[config.mk]
export PLATFORM = sky130hd
export DESIGN_NAME = gated_reload_timer
export DESIGN_NICKNAME = d
export VERILOG_FILES = /design/src/rtl/grt_pkg.sv /design/src/rtl/grt_regs.sv /design/src/rtl/grt_src.sv /design/src/rtl/grt_count.sv /design/src/rtl/gated_reload_timer.sv
export SDC_FILE = /design/constraint.sdc
export NUM_CORES = 1
export LEC_CHECK = 0
export BUFFER_PORTS_ARGS = -buffer_cell sky130_fd_sc_hd__clkbuf_2
export CORE_ASPECT_RATIO = 0.7
export CORE_MARGIN = 5
export CORE_UTILIZATION = 29
export DETAILED_ROUTE_END_ITERATION = 12
export PLACE_DENSITY = 0.47
export REMOVE_ABC_BUFFERS = 1
export SLEW_MARGIN = 15
export SYNTH_ARGS = -nofsm -noshare
export SYNTH_HDL_FRONTEND = slang
export SYNTH_SLANG_ARGS = --single-unit
[constraint.sdc]
create_clock -name clk_i -period 6 [get_ports clk_i]
set_input_delay 0.6 -clock clk_i [delete_from_list [all_inputs] [get_ports clk_i]]
set_output_delay 0.6 -clock clk_i [all_outputs]
set_load 0.05 [all_outputs]
[src/rtl/grt_pkg.sv]
package grt_pkg;
  typedef enum logic [1:0] {
    MODE_13   = 2'b00,
    MODE_16   = 2'b01,
    MODE_RLD  = 2'b10,
    MODE_HOLD = 2'b11
  } grt_mode_e;

  // mode register image, MSB first: bit6 .. bit0
  typedef struct packed {
    logic      irq_en;
    logic      gate_pol;
    logic      clk_sel;
    logic      gate_en;
    logic      cnt_sel;
    grt_mode_e mode;
  } grt_cfg_t;

  localparam int CFG_W = $bits(grt_cfg_t);

  localparam logic [1:0] SEL_LO   = 2'd0;
  localparam logic [1:0] SEL_HI   = 2'd1;
  localparam logic [1:0] SEL_MODE = 2'd2;
  localparam logic [1:0] SEL_CTRL = 2'd3;

  localparam int RUN_BIT  = 4;
  localparam int FLAG_BIT = 5;
endpackage

[src/rtl/grt_regs.sv]
module grt_regs
  import grt_pkg::*;
#(
  parameter int BYTE_W = 8
) (
  input  logic              clk_i,
  input  logic              rst_ni,
  input  logic              wr_en_i,
  input  logic [1:0]        wr_sel_i,
  input  logic [BYTE_W-1:0] wr_data_i,
  input  logic              ovf_evt_i,
  input  logic              ack_i,
  output grt_cfg_t          cfg_o,
  output logic              run_o,
  output logic              flag_o
);
  logic wr_mode, wr_ctrl;
  assign wr_mode = wr_en_i && (wr_sel_i == SEL_MODE);
  assign wr_ctrl = wr_en_i && (wr_sel_i == SEL_CTRL);

  always_ff @(posedge clk_i or negedge rst_ni) begin
    if (!rst_ni) begin
      cfg_o <= '0;
    end else if (wr_mode) begin
      cfg_o <= grt_cfg_t'(wr_data_i[CFG_W-1:0]);
    end
  end

  always_ff @(posedge clk_i or negedge rst_ni) begin
    if (!rst_ni) begin
      run_o  <= 1'b0;
      flag_o <= 1'b0;
    end else if (wr_ctrl) begin
      run_o  <= wr_data_i[RUN_BIT];
      flag_o <= wr_data_i[FLAG_BIT] | ovf_evt_i;  // overflow beats a clear
    end else if (ovf_evt_i) begin
      flag_o <= 1'b1;
    end else if (ack_i) begin
      flag_o <= 1'b0;
    end
  end
endmodule

[src/rtl/grt_src.sv]
module grt_src
  import grt_pkg::*;
#(
  parameter int SYNC_STAGES = 2
) (
  input  logic     clk_i,
  input  logic     rst_ni,
  input  logic     cnt_pin_i,
  input  logic     presc_en_i,
  input  logic     gate_i,
  input  grt_cfg_t cfg_i,
  input  logic     run_i,
  output logic     inc_o
);
  localparam int SH_W = SYNC_STAGES + 1;

  logic [SH_W-1:0] sh_q;

  always_ff @(posedge clk_i or negedge rst_ni) begin
    if (!rst_ni) sh_q[0] <= 1'b0;
    else         sh_q[0] <= cnt_pin_i;
  end

  for (genvar g = 1; g < SH_W; g++) begin : g_sync
    always_ff @(posedge clk_i or negedge rst_ni) begin
      if (!rst_ni) sh_q[g] <= 1'b0;
      else         sh_q[g] <= sh_q[g-1];
    end
  end

  logic pin_fall, tick, gate_ok;
  assign pin_fall = sh_q[SH_W-1] & ~sh_q[SH_W-2];
  assign tick     = cfg_i.cnt_sel ? pin_fall : (cfg_i.clk_sel | presc_en_i);
  assign gate_ok  = ~cfg_i.gate_en | (gate_i ^ cfg_i.gate_pol);
  assign inc_o    = run_i & gate_ok & tick;
endmodule

[src/rtl/grt_count.sv]
module grt_count
  import grt_pkg::*;
#(
  parameter int BYTE_W = 8,
  parameter int LOW_W  = 5
) (
  input  logic              clk_i,
  input  logic              rst_ni,
  input  logic              wr_en_i,
  input  logic [1:0]        wr_sel_i,
  input  logic [BYTE_W-1:0] wr_data_i,
  input  grt_mode_e         mode_i,
  input  logic              inc_i,
  output logic [BYTE_W-1:0] lo_o,
  output logic [BYTE_W-1:0] hi_o,
  output logic              ovf_evt_o
);
  localparam int WORD_W = 2 * BYTE_W;
  localparam logic [LOW_W-1:0]  LOW_ONE  = 1;
  localparam logic [BYTE_W-1:0] BYTE_ONE = 1;
  localparam logic [WORD_W-1:0] WORD_ONE = 1;

  logic [BYTE_W-1:0] lo_q, hi_q, lo_n, hi_n;
  logic              wr_lo, wr_hi, step, ovf;

  assign wr_lo = wr_en_i && (wr_sel_i == SEL_LO);
  assign wr_hi = wr_en_i && (wr_sel_i == SEL_HI);
  assign step  = inc_i && !wr_lo && !wr_hi;  // a byte write replaces the step

  always_comb begin
    lo_n = lo_q;
    hi_n = hi_q;
    ovf  = 1'b0;
    if (step) begin
      unique case (mode_i)
        MODE_13: begin
          if (&lo_q[LOW_W-1:0]) begin
            lo_n[LOW_W-1:0] = '0;
            hi_n = hi_q + BYTE_ONE;
            ovf  = &hi_q;
          end else begin
            lo_n[LOW_W-1:0] = lo_q[LOW_W-1:0] + LOW_ONE;
          end
        end
        MODE_16: begin
          {hi_n, lo_n} = {hi_q, lo_q} + WORD_ONE;
          ovf = &{hi_q, lo_q};
        end
        MODE_RLD: begin
          if (&lo_q) begin
            lo_n = hi_q;
            ovf  = 1'b1;
          end else begin
            lo_n = lo_q + BYTE_ONE;
          end
        end
        default: ;
      endcase
    end
    if (wr_lo) lo_n = wr_data_i;
    if (wr_hi) hi_n = wr_data_i;
  end

  always_ff @(posedge clk_i or negedge rst_ni) begin
    if (!rst_ni) begin
      lo_q <= '0;
      hi_q <= '0;
    end else begin
      lo_q <= lo_n;
      hi_q <= hi_n;
    end
  end

  assign lo_o      = lo_q;
  assign hi_o      = hi_q;
  assign ovf_evt_o = ovf;
endmodule

[src/rtl/gated_reload_timer.sv]
module gated_reload_timer
  import grt_pkg::*;
#(
  parameter int BYTE_W      = 8,
  parameter int LOW_W       = 5,
  parameter int SYNC_STAGES = 2
) (
  input  logic              clk_i,
  input  logic              rst_ni,
  input  logic              presc_en_i,
  input  logic              cnt_pin_i,
  input  logic              gate_i,
  input  logic              wr_en_i,
  input  logic [1:0]        wr_sel_i,
  input  logic [BYTE_W-1:0] wr_data_i,
  input  logic              ack_i,
  output logic [BYTE_W-1:0] lo_o,
  output logic [BYTE_W-1:0] hi_o,
  output logic              ovf_o,
  output logic              irq_o
);
  grt_cfg_t cfg;
  logic     run, flag, inc, ovf_evt;

  grt_regs #(.BYTE_W(BYTE_W)) u_regs (
    .clk_i     (clk_i),
    .rst_ni    (rst_ni),
    .wr_en_i   (wr_en_i),
    .wr_sel_i  (wr_sel_i),
    .wr_data_i (wr_data_i),
    .ovf_evt_i (ovf_evt),
    .ack_i     (ack_i),
    .cfg_o     (cfg),
    .run_o     (run),
    .flag_o    (flag)
  );

  grt_src #(.SYNC_STAGES(SYNC_STAGES)) u_src (
    .clk_i      (clk_i),
    .rst_ni     (rst_ni),
    .cnt_pin_i  (cnt_pin_i),
    .presc_en_i (presc_en_i),
    .gate_i     (gate_i),
    .cfg_i      (cfg),
    .run_i      (run),
    .inc_o      (inc)
  );

  grt_count #(.BYTE_W(BYTE_W), .LOW_W(LOW_W)) u_count (
    .clk_i     (clk_i),
    .rst_ni    (rst_ni),
    .wr_en_i   (wr_en_i),
    .wr_sel_i  (wr_sel_i),
    .wr_data_i (wr_data_i),
    .mode_i    (cfg.mode),
    .inc_i     (inc),
    .lo_o      (lo_o),
    .hi_o      (hi_o),
    .ovf_evt_o (ovf_evt)
  );

  assign ovf_o = flag;
  assign irq_o = flag & cfg.irq_en;
endmodule

==> results, run 1 <==
- After layout, the minimum clock period comes to 2270 ps.
- The worst setup path is captured at a flip-flop.
- The post-detailed-placement half-perimeter wirelength is 4010 um.
- The average detailed-routed wire length per instance is 16.6 um.
- The worst setup skew after layout is 3.55 ps.
- After detailed routing, the total wire length is 5130 um.
- The relative slew slack is 49.7%.
- After detailed routing, the number of vias per cell comes to 5.10.
- The most area-hungry cell type in the Yosys netlist is sky130_fd_sc_hd__dfrtp_1.
- Of the total power, the share spent switching nets is 49.6%.
- The clock net in this run drives a total of 28 sinks.
- The maximum vdd drop is 0.000163 V.
- The placer congestion estimate is 0.886.
- The basic-gate share of the synthesized area counting and, or, nand and nor cells is 23.7%.
- Dividing total power by cell area gives a power density of 397 nW/um^2.
- Global routing used 18.4% of the available met2 tracks.
- The initial antenna violation count is 0.
- The total number of nets in the final design is 256.
- The buffers inserted during post-CTS setup optimization is 0.
- During I/O placement, the number of pins put on the boundary was 35.
- The root cell of the clock tree is sky130_fd_sc_hd__clkbuf_8.
- The number of design rule violations left after detail routing is 0.
- Synthesis inferred 28 register bits.
- The via count of the first global-routing pass is 1496.
- The standard-cell row count is 24.
- In this run, post-CTS hold repair placed 0 buffers.
- Summing the areas of all fa, ha and maj instances in the mapped netlist gives 4.87% of the synthesized area.
- Among all cell types in the netlist, the one instantiated most often is sky130_fd_sc_hd__dfrtp_1.
- The min-delay analysis places its worst path in the category flip-flop to flip-flop.
- For this run, the register share of the synthesized area comes to 39.0%.
- Setup violations remaining at the end of the flow were counted as 0.
- In the global route stage, met3 resource usage came out at 3.47%.
- The number of pins with negative max-slew slack in the final report is 0.
- The flow ran to the end, and the final reports show no timing, DRC or antenna violations.
- Setup repair after global routing left no endpoint under its margin.
- The initial utilization of the core area, before any placement, comes to 29.4%.
- The power share of the clock group is 14.4%.
- The number of cells produced by synthesis is 199.
- The overall die area is 7900 sq um.
- The fraction of power consumed by combinational cells is 47.7%.
- The routing layer with the top usage in global route is met1.
- The count of input and output buffers is 34.
- Across the run, the number of max-cap violations was 0.
- After floorplanning, the core was sized to cover 6130 sq um.
- The number of placed instances, taps included is 305.
- In this run the static leakage power is 0.861 nW.
- The layout overhead on the synthesized area is 16.1%.
- The CTS H-tree depth is 1.
- Across all layers, the routed design uses 1576 vias.
- In this run the power spent charging and discharging nets is 0.411 mW.
- The Yosys step of the flow raised 0 warnings.
- The multiplexer fraction of the synthesized cell area is 5.57%.
- The proportion of synthesized flip-flops having asynchronous set or reset is 100%.
- The maximum count of clock buffers along a single path is 2.
- For this run, the detailed router's first-pass iteration total came to 4.
- The cell area that synthesis handed to floorplanning was 1800 sq um.
- After synthesis, the most frequently instantiated cells are sky130_fd_sc_hd__dfrtp_1 (28), sky130_fd_sc_hd__nand2_1 (23), sky130_fd_sc_hd__nor2_1 (20), sky130_fd_sc_hd__o21ai_0 (15), sky130_fd_sc_hd__a21oi_1 (12).
- The clock transition time at the flip-flop clock pins of the worst setup and hold paths is 100 ps.
- The xor and xnor area share after synthesis is 4.87%.
- The floorplan step set the die height to 75.9 um.
- The most used flip-flop cell after synthesis is sky130_fd_sc_hd__dfrtp_1.
- The arrival time reported for the critical path endpoint is 2410 ps.
- The portion of synthesized cell area occupied by the leading cell type is 39.0%.
- The final antenna diode count is 0.
- TritonCTS built the clock tree.
- The sort of element at the start of the critical path is a flip-flop.
- The final standard cell area without fillers is 2090 sq um.
- The share of cells above drive strength 1 is 24.2%.
- For the final routed database, the setup TNS stands at 0 ps.
- By area the synthesized netlist is led by sky130_fd_sc_hd__dfrtp_1 (39%), sky130_fd_sc_hd__mux2_2 (5.0%), sky130_fd_sc_hd__ha_1 (4.9%).
- The total overflow reported by the global router is 0.
- In the global route stage, overall resource usage came out at 13.5%.
- Global routing consumed, on the met1 layer, 21.7% of the routing resources.
- The count of cells resized by post-cts repair is 0.
- Internal power comes to 0.417 mW.
- The sequential power share is 37.9%.
- The type of the worst setup path is flip-flop to flip-flop.
- In this run the remaining antenna-violating nets after routing total 0.
- The synthesized area per cell is 9.04 sq um.
- The starting DRC count in detailed routing is 129.
- Entering global routing, the biggest net connects 29 pins.
- The synthesized-area fraction occupied by ao, oa, aoi and oai cells is 19.2%.
- The count of cells in the finished layout, fillers not included, comes to 309.
- The number of different library cells used by synthesis comes to 44.
- The top achievable clock speed is 0.440 GHz.
- Clock tree synthesis inserted a total of 3 buffers.
- The number of fill cells in the layout is 656.
- The portion of the clock cycle consumed by the worst path in the final layout is 37.9%.
- The floorplan step set the die width to 104 um.
- Yosys mapped a number of flops with a built-in enable equal to 0.
- In this run the worst path has a maximum fanout of 7.
- The first global-routing pass estimated 8330 um of wire.
- The largest family of logic cells by synthesized area is simple AND/OR/NAND/NOR gates.
- STA puts the critical path data required time at 6140 ps.
- The transition time of the tightest slew-check pin is 755 ps.
- The power after layout is 0.829 mW.
- The count of final hold-check violations came to 0.
- The post-detailed-placement cell area is 2030 sq um.
- Clock latency on the worst-skew pair, taken at its later pin, is 280 ps.
-- flip-flops by register name, indices dropped and copies added (netlist names) --
name and flops:
u_count.hi_o 8, u_count.lo_o 8, u_regs.cfg_o 7, u_src.sh_q 3
u_regs.flag_o 1, u_regs.run_o 1
-- path summary, 6_finish.rpt --
kind	from	endpoint	slack, ps	cells past startpoint
setup / recovery	u_count.lo_o[0]$_DFFE_PN0P_	u_count.hi_o[6]$_DFFE_PN0P_	3730	9
hold / removal	u_src.sh_q[0]$_DFF_PN0_	u_src.sh_q[1]$_DFF_PN0_	360	0
setup reg to reg	u_count.lo_o[0]$_DFFE_PN0P_	u_count.hi_o[6]$_DFFE_PN0P_	3730	9
hold reg to reg	u_src.sh_q[0]$_DFF_PN0_	u_src.sh_q[1]$_DFF_PN0_	360	0
max in group asynchronous	rst_ni	u_count.hi_o[5]$_DFFE_PN0P_	5150	1
min in group asynchronous	rst_ni	u_src.sh_q[2]$_DFF_PN0_	370	1
-- critical path, cell delays in order, from the launching register on --
cell and delay [ps]:
sky130_fd_sc_hd__dfrtp_1 470, sky130_fd_sc_hd__ha_1 270, sky130_fd_sc_hd__and3_2 220, sky130_fd_sc_hd__ha_1 220, sky130_fd_sc_hd__nand2_1 90, sky130_fd_sc_hd__o21ai_1 160, sky130_fd_sc_hd__nand4_4 180, sky130_fd_sc_hd__and2_1 230
sky130_fd_sc_hd__o21ai_0 140, sky130_fd_sc_hd__o311ai_0 150
-- layout make-up --
type | instances | area [sq um] | area share, %
Timing Repair Buffer | 34 | 170 | 8.15
Sequential cell | 28 | 701 | 33.6
Tap cell | 78 | 97.6 | 4.67
Multi-Input combinational cell | 160 | 1050 | 50.1
Inverter | 5 | 18.8 | 0.899
Clock buffer | 4 | 55.1 | 2.64
-- layer usage --
layer	vias up	routed length (um)
li1	791	-
met1	739	2880
met2	44	1940
met3	2	287
met4	0	15
met5	-	0
-- cell families (layout without fill, tap and decap cells) --
logic type | count (synthesis) | after routing
simple gates | 82 | 82
fa+ha+maj | 7 | 7
compound gates | 52 | 52
xor+xnor | 10 | 10
flops | 28 | 28
buf+inv | 11 | 43
mux | 9 | 9
-- cell usage in the layout, fill, tap and decap left out, drive strengths merged, types with 7 or more instances in the layout --
| master | instances |
|---|---|
| mux2 | 8 |
| xnor2 | 9 |
| nand3 | 10 |
| a21oi | 14 |
| nand4 | 8 |
| nand2 | 23 |
| ha | 7 |
| nor2 | 20 |
| o21ai | 18 |
| clkbuf | 38 |
| dfrtp | 28 |
-- metrics by stage --
step                worst slack [ps]  hold slack (ps)  util (%)
floorplan                       3660              304         -
global placement                3770              333      33.2
detailed placement              3750              335      33.2
CTS                             3720              359      34.1
global route                    3460              373      34.1
finish                          3730              357      34.1
-- power by group through the flow --
| stage | registers [mW] | clock network, mW | logic [mW] |
|---|---|---|---|
| finish | 0.314 | 0.119 | 0.395 |
| global route | 0.325 | 0.134 | 0.432 |
| CTS | 0.314 | 0.124 | 0.396 |
| detailed placement | 0.319 | 0 | 0.394 |
| global placement | 0.319 | 0 | 0.399 |
| floorplan | 0.424 | 0 | 0.175 |
Power figures use the tool's default switching activity.
==> run 2, diff against run 1 <==
Clock period 6 ns to 2.1 ns, I/O delays scaled along.
==> run 2 against run 1 <==
Net effect:
- critical path depth unchanged
- total power rose to 3.0 times the previous value
- sequential power rose to 2.8 times the previous value
- combinational power rose to 3.2 times the previous value
- via count up 4.9%
- flip-flop and latch count unchanged
- core utilization up 1.4 points
- register-to-register slack worse by 3600 ps
- die area unchanged
- global-route usage up 0.82 points
- count of clock-buffer cells in the layout unchanged
==> results, run 2 (synthesis gave the netlist of run 1 again) <==
- The vertical extent of the die was 75.9 um (unchanged).
- The final antenna diode count was 0 (unchanged).
- The transition time of the tightest slew-check pin was 732 ps (-22.8 ps).
- The worst setup skew after layout is 4.24 ps (+0.687 ps).
- The arrival time reported for the critical path endpoint is 2130 ps (-280 ps).
- The setup slack after placement is 51.1 ps (-3700 ps).
- The mean number of vias per cell is 5.18 (+1.7%).
- The library cell contributing the largest single delay on the critical path is sky130_fd_sc_hd__dfrtp_1.
- The flow ran to the end, and the final reports show no timing, DRC or antenna violations.
- The average detailed-routed wire length per instance is 16.8 um (+1.0%).
- Counting stages on the worst path, the most repeated cell is sky130_fd_sc_hd__ha_2.
- The initial core utilization came to 29.4% (unchanged).
- The top achievable clock speed came to 0.507 GHz (+15%).
- The core region area is 6130 sq um (unchanged).
- The worst setup path is launched from a flip-flop.
- The number of ports placed on the die boundary is 35 (unchanged).
- The starting DRC count in detailed routing is 76 (-41%).
- The initial antenna violation count was 0 (unchanged).
- The total overflow reported by the global router was 0 (unchanged).
- The number of buffers created by CTS is 3 (unchanged).
- The via count is 1654 (+4.9%).
- The number of fill cells in the layout is 672 (+2.4%).
- TritonCTS built the clock tree.
- The sink count of the clock tree is 28 (unchanged).
- The cell area power density is 1140 nW/um^2 (+190%).
- The worst setup path is captured at a flip-flop.
- The remaining antenna violation count is 0 (unchanged).
- The most common cell after layout, fill and taps aside is sky130_fd_sc_hd__clkbuf_2.
- The final period demand of the worst path is 1970 ps (-299 ps).
- The relative slew slack is 51.2% (+1.5 points).
- The wire length of the first global-routing pass is 8850 um (+6.2%).
- The post-detailed-placement half-perimeter wirelength is 4220 um (+5.3%).
- The placer congestion estimate was 0.865 (-2.4%).
- The final number of setup-violating endpoints is 0 (unchanged).
- The multi-input gate area in the final layout is 1050 sq um (+0.84%).
- The cell class contributing the biggest share of worst-path delay is simple AND/OR/NAND/NOR gates.
- The clock latency at the later pin of the worst-skew pair is 280 ps (about the same).
- The via count of the first global-routing pass is 1612 (+7.8%).
- The clock transition time at the flip-flop clock pins of the worst setup and hold paths is 100 ps (about the same).
- The smallest hold slack is 30.8 ps (-326 ps).
- The layout overhead on the synthesized area is 20.9%.
- The overall routed net length is 5350 um (+4.3%).
- The max capacitance violation total is 0 (unchanged).
- The cell leakage power is 0.908 nW (+5.5%).
- The overall fraction of global-route tracks in use was 14.3% (+0.82 points).
- The share of cells above drive strength 1 is 28.2% (+4.0 points).
- The standard-cell row count is 24 (unchanged).
- The maximum vdd drop came to 0.000458 V (+180%).
- The maximum number of pins on one net before global-route repair was 29 (unchanged).
- The maximum net fanout on the critical path is 7 (unchanged).
- The count of buffer and inverter cells on the critical path is 0 (unchanged).
- The critical path in this run is classified as flip-flop to flip-flop.
- The number of design rule violations left after detail routing is 0 (unchanged).
- The first-pass iteration count of the detailed router is 4 (unchanged).
- The width of the chip is 104 um (unchanged).
- The CTS H-tree depth is 1 (unchanged).
- The count of input and output buffers came to 34 (unchanged).
- The final standard cell utilization of the core is 35.5% (+1.4 points).
- The number of pins with negative max-slew slack in the final report came to 0 (unchanged).
- The maximum count of clock buffers along a single path is 2 (unchanged).
- The overall die area is 7900 sq um (unchanged).
- The count of final hold-check violations came to 0 (unchanged).
- The post-route worst setup slack was 126 ps (-3600 ps).
- The maximum cell stage delay along the critical path is 360 ps (-110 ps).
- The critical path goes through ha_2, and3_2, ha_2, nand2_1, o21ai_2, nand4_4, and2_1, o21ai_0, o311ai_0.
- The data required time of the critical path was 2250 ps (-3890 ps).
- The class of the tightest hold or removal check is input pin to flip-flop.
- The total number of nets in the final design came to 266 (+3.9%).
- The sequential standard cell area is 701 sq um (unchanged).
- The root cell of the clock tree is sky130_fd_sc_hd__clkbuf_8.
- The power after layout is 2.47 mW (+200%).
- The slack of the worst reg-to-reg path is 130 ps (-3600 ps).
- Leaving out fill and tap cells, the most frequent cells in the layout are sky130_fd_sc_hd__clkbuf_2 (34), sky130_fd_sc_hd__dfrtp_1 (28), sky130_fd_sc_hd__nand2_1 (23).
- The portion of the clock cycle consumed by the worst path in the final layout is 94.0% (+56 points).
[run 2: power breakdown]
part | total (mW) | switching [mW] | leakage (nW) | internal (mW)
combinational | 1.25 | 0.831 | 0.545 | 0.419
sequential | 0.871 | 0.198 | 0.335 | 0.673
clock | 0.352 | 0.184 | 0.0288 | 0.168
total | 2.47 | 1.21 | 0.908 | 1.26
[run 2: cell type report]
cell class / count / area share (%)
Timing Repair Buffer: 44 / 11.4
Tap cell: 78 / 4.49
Multi-Input combinational cell: 160 / 48.5
Clock buffer: 4 / 2.53
Sequential cell: 28 / 32.2
Inverter: 5 / 0.863
[run 2: metal layers]
metal	vias up	global-route usage (%)	part of all wire, %
met1	801	23.1	54
met4	0	1.72	0.41
met2	47	19.6	38
met5	-	0	0
li1	804	-	-
met3	2	2.88	6.7
[run 2: final timing paths]
path,from,end,cells past startpoint
setup reg to reg,u_count.lo_o[0]$_DFFE_PN0P_,u_count.hi_o[6]$_DFFE_PN0P_,9
min in group asynchronous,rst_ni,u_src.sh_q[2]$_DFF_PN0_,2
max in group asynchronous,rst_ni,u_count.lo_o[7]$_DFFE_PN0P_,2
hold / removal,cnt_pin_i,u_src.sh_q[0]$_DFF_PN0_,1
setup / recovery,u_count.lo_o[0]$_DFFE_PN0P_,u_count.hi_o[6]$_DFFE_PN0P_,9
hold reg to reg,u_src.sh_q[0]$_DFF_PN0_,u_src.sh_q[1]$_DFF_PN0_,0
[run 2: what timing repair did]
item / in CTS / in global routing
endpoints found under the hold margin: 25 / 0
gates resized for setup: 0 / 4
endpoints found under the setup margin: 0 / 5
hold buffers: 1 / 0
buffers inserted: 0 / 0
[run 2: stage by stage]
| stage | TNS [ps] | cells | cell area (sq um) |
|---|---|---|---|
| 6_report | 0 | 319 | 2170 |
| 2_1_floorplan | -1380 | 193 | 1770 |
| 3_3_place_gp | 0 | 314 | 2100 |
| 5_1_grt | -7.40 | 319 | 2170 |
| 4_1_cts | 0 | 319 | 2170 |
| 3_5_place_dp | 0 | 314 | 2100 |
[run 2: worst register-to-register path, delay by kind of cell, from the launching register on]
kind	cells	cell delay [ps]
and+or+nand+nor	4	680
adders and majority gates	2	400
DFF	1	360
AOI/OAI and AO/OA	3	400
==> run 3, diff against run 2 <==
Settings changed: CORE_UTILIZATION 29 to 40, CTS_CLUSTER_SIZE from default to 30, PLACE_DENSITY 0.47 to 0.61.
==> run 3 against run 2 <==
Net effect:
- clock skew hardly changed
- die area is 25% lower
- sequential share of layout area grew 0.19 points
==> results, run 3 (synthesis gave the netlist of run 1 again) <==
- The run finished with clean final reports.
- The layout overhead on the synthesized area is 20.3%.
- The portion of the clock cycle consumed by the worst path in the final layout came to 95.1% (+1.1 points).
- The worst hold path begins at cnt_pin_i.
- The maximum number of pins on one net before global-route repair is 29 (unchanged).
- The clock transition time at the flip-flop clock pins of the worst setup and hold paths was 100 ps (about the same).
- The final period demand of the worst path is 2000 ps (+22.3 ps).
- The final standard cell utilization of the core is 49.7% (+14 points).
- The vertical extent of the die is 66.1 um (-13%).
- The cell area power density is 1170 nW/um^2 (+3.3%).
- Leaving out fill and tap cells, the most frequent cell in the layout is sky130_fd_sc_hd__clkbuf_2.
- The worst setup skew after layout is 4.28 ps (+0.0378 ps).
- The wire length of the first global-routing pass is 8140 um (-7.9%).
- The cell leakage power is 0.915 nW (+0.68%).
- The top achievable clock speed came to 0.501 GHz (-1.1%).
- The overall die area is 5960 sq um (-25%).
- The post-detailed-placement half-perimeter wirelength is 3820 um (-9.4%).
- TritonCTS built the clock tree.
- The final number of setup-violating endpoints is 0 (unchanged).
- The root cell of the clock tree is sky130_fd_sc_hd__clkbuf_8.
- The average detailed-routed wire length per instance came to 16.5 um (-1.6%).
- The overall fraction of global-route tracks in use came to 17.4% (+3.1 points).
- The first-pass iteration count of the detailed router was 4 (unchanged).
- The total number of nets in the final design is 266 (unchanged).
- The terminus of the critical flop-to-flop path is u_count.hi_o[1]$_DFFE_PN0P_.
- The maximum count of clock buffers along a single path came to 2 (unchanged).
- The end point of the most critical hold path is u_src.sh_q[0]$_DFF_PN0_.
- The count of input and output buffers is 34 (unchanged).
- The maximum vdd drop is 0.000604 V (+32%).
- The CTS H-tree depth is 1 (unchanged).
- The standard-cell row count is 20 (-17%).
- The number of ports placed on the die boundary is 35 (unchanged).
- The via count of the first global-routing pass is 1549 (-3.9%).
- The mean number of vias per cell is 5.49 (+5.8%).
- In the layout the commonest cells are sky130_fd_sc_hd__clkbuf_2 (34), sky130_fd_sc_hd__dfrtp_1 (28), sky130_fd_sc_hd__nand2_1 (23).
- The remaining antenna violation count is 0 (unchanged).
- The transition time of the tightest slew-check pin is 735 ps (+3.08 ps).
- The met3 wire length is 292 um (-19%).
- In this run the worst hold path is classified as input pin to flip-flop.
- The initial core utilization is 41.3% (+12 points).
- The source of the worst register-to-register timing path is u_count.lo_o[0]$_DFFE_PN0P_.
- The initial antenna violation count is 0 (unchanged).
- The post-detailed-placement cell area is 2060 sq um (-2.1%).
- The slack of the worst reg-to-reg path is 100 ps (-20 ps).
- The relative slew slack is 51.0% (-0.20 points).
- The number of buffers created by CTS was 3 (unchanged).
- The final standard cell area without fillers came to 2160 sq um (-0.58%).
- The number of design rule violations left after detail routing is 0 (unchanged).
- The highest layer touched by signal routing is met4.
- The final antenna diode count came to 0 (unchanged).
- The via count is 1624 (-1.8%).
- The met1 routed wirelength after detailed routing is 2630 um (-9.7%).
- The data required time of the critical path was 2260 ps (about the same).
- The starting DRC count in detailed routing is 120 (+58%).
- The clock latency at the later pin of the worst-skew pair is 280 ps (about the same).
- The width of the chip was 90.1 um (-13%).
- The endpoint class of the critical path is a flip-flop.
- The type of the worst setup path is flip-flop to flip-flop.
- The number of pins with negative max-slew slack in the final report is 0 (unchanged).
- The overall routed net length is 4880 um (-8.7%).
- The placer congestion estimate is 0.861 (-0.49%).
- The total met2 wirelength after detailed routing was 1930 um (-6.1%).
- The core region area is 4350 sq um (-29%).
- The total overflow reported by the global router came to 0 (unchanged).
- The worst hold path depth came to 1 (unchanged).
- The share of cells above drive strength 1 is 28.2% (unchanged).
- The sort of element at the start of the critical path is a flip-flop.
- The logic depth of the worst register-to-register path is 10 (+1).
- The count of final hold-check violations came to 0 (unchanged).
- The arrival time reported for the critical path endpoint came to 2160 ps (+30 ps).
- The max capacitance violation total is 0 (unchanged).
- The maximum net fanout on the critical path came to 6 (-1).
- The sink count of the clock tree is 28 (unchanged).
==> run 3: cell types whose count changed in the layout (fill, tap and decap cells not counted), sizes merged <==
cell | previous run | this run
bufinv | 0 | 1
clkbuf | 38 | 37
==> run 3: metal layers <==
| layer | vias up | global-route usage, % |
|---|---|---|
| met5 | - | 0 |
| met3 | 5 | 3.98 |
| met2 | 41 | 24.4 |
| met4 | 0 | 3.53 |
| met1 | 776 | 26.9 |
| li1 | 802 | - |
==> run 3: per-stage QoR <==
| stage | cells | TNS [ps] | hold WS, ps | worst slack [ps] | total power [mW] |
|---|---|---|---|---|---|
| floorplan | 193 | -1380 | -85.6 | -243 | 1.71 |
| global placement | 289 | 0 | 299 | 118 | 2.09 |
| detailed placement | 289 | 0 | 300 | 55.0 | 2.09 |
| CTS | 294 | 0 | 35.4 | 33.2 | 2.54 |
| global route | 296 | -1.33 | 32.7 | -1.33 | 2.72 |
| finish | 296 | 0 | 42.1 | 104 | 2.54 |
==> run 3: how the worst max path moves through the flow <==
| stage | slack, ps | to | start | cells after the start |
|---|---|---|---|---|
| after floorplan | -240 | u_count.hi_o[2]$_DFFE_PN0P_ | u_count.lo_o[0]$_DFFE_PN0P_ | 9 |
| after global placement | 120 | u_count.hi_o[2]$_DFFE_PN0P_ | u_count.lo_o[0]$_DFFE_PN0P_ | 9 |
| after detailed placement | 50 | u_count.hi_o[6]$_DFFE_PN0P_ | u_count.lo_o[0]$_DFFE_PN0P_ | 9 |
| after CTS | 30 | u_count.hi_o[6]$_DFFE_PN0P_ | u_count.lo_o[0]$_DFFE_PN0P_ | 9 |
| after global routing | -1 | u_count.hi_o[0]$_DFFE_PN0P_ | u_count.lo_o[0]$_DFFE_PN0P_ | 10 |
| final | 100 | u_count.hi_o[1]$_DFFE_PN0P_ | u_count.lo_o[0]$_DFFE_PN0P_ | 10 |
==> run 3: where the power goes <==
part	leakage (nW)	internal, mW	switching (mW)	total (mW)
combinational	0.544	0.408	0.822	1.23
sequential	0.335	0.673	0.203	0.876
clock	0.0357	0.256	0.178	0.433
==> run 3: area by class of cell <==
class	instances	area, sq um
multi-input cells	160	1050
repair buffers	44	248
clock buffers	3	41.3
clock inverters	1	30.0
fillers	443	2190
well taps	55	68.8
flip-flops and latches	28	701
inverters	5	18.8
==> run 3: critical path, cell delays in order (launching register included) <==
cell and delay (ps):
sky130_fd_sc_hd__dfrtp_1 370, sky130_fd_sc_hd__ha_2 200, sky130_fd_sc_hd__and3_2 200, sky130_fd_sc_hd__ha_2 200, sky130_fd_sc_hd__nand2_1 100, sky130_fd_sc_hd__o21ai_2 100
sky130_fd_sc_hd__nand4_4 160, sky130_fd_sc_hd__buf_4 190, sky130_fd_sc_hd__buf_4 120, sky130_fd_sc_hd__a21oi_1 140, sky130_fd_sc_hd__o22ai_1 90
==> run 3: repair_timing <==
| item | 4_1_cts | 5_1_grt |
|---|---|---|
| setup endpoints to repair | 0 | 4 |
| hold buffers | 1 | 0 |
| gates resized for setup | 0 | 4 |
| endpoints found under the hold margin | 28 | 0 |
| setup buffers | 0 | 2 |
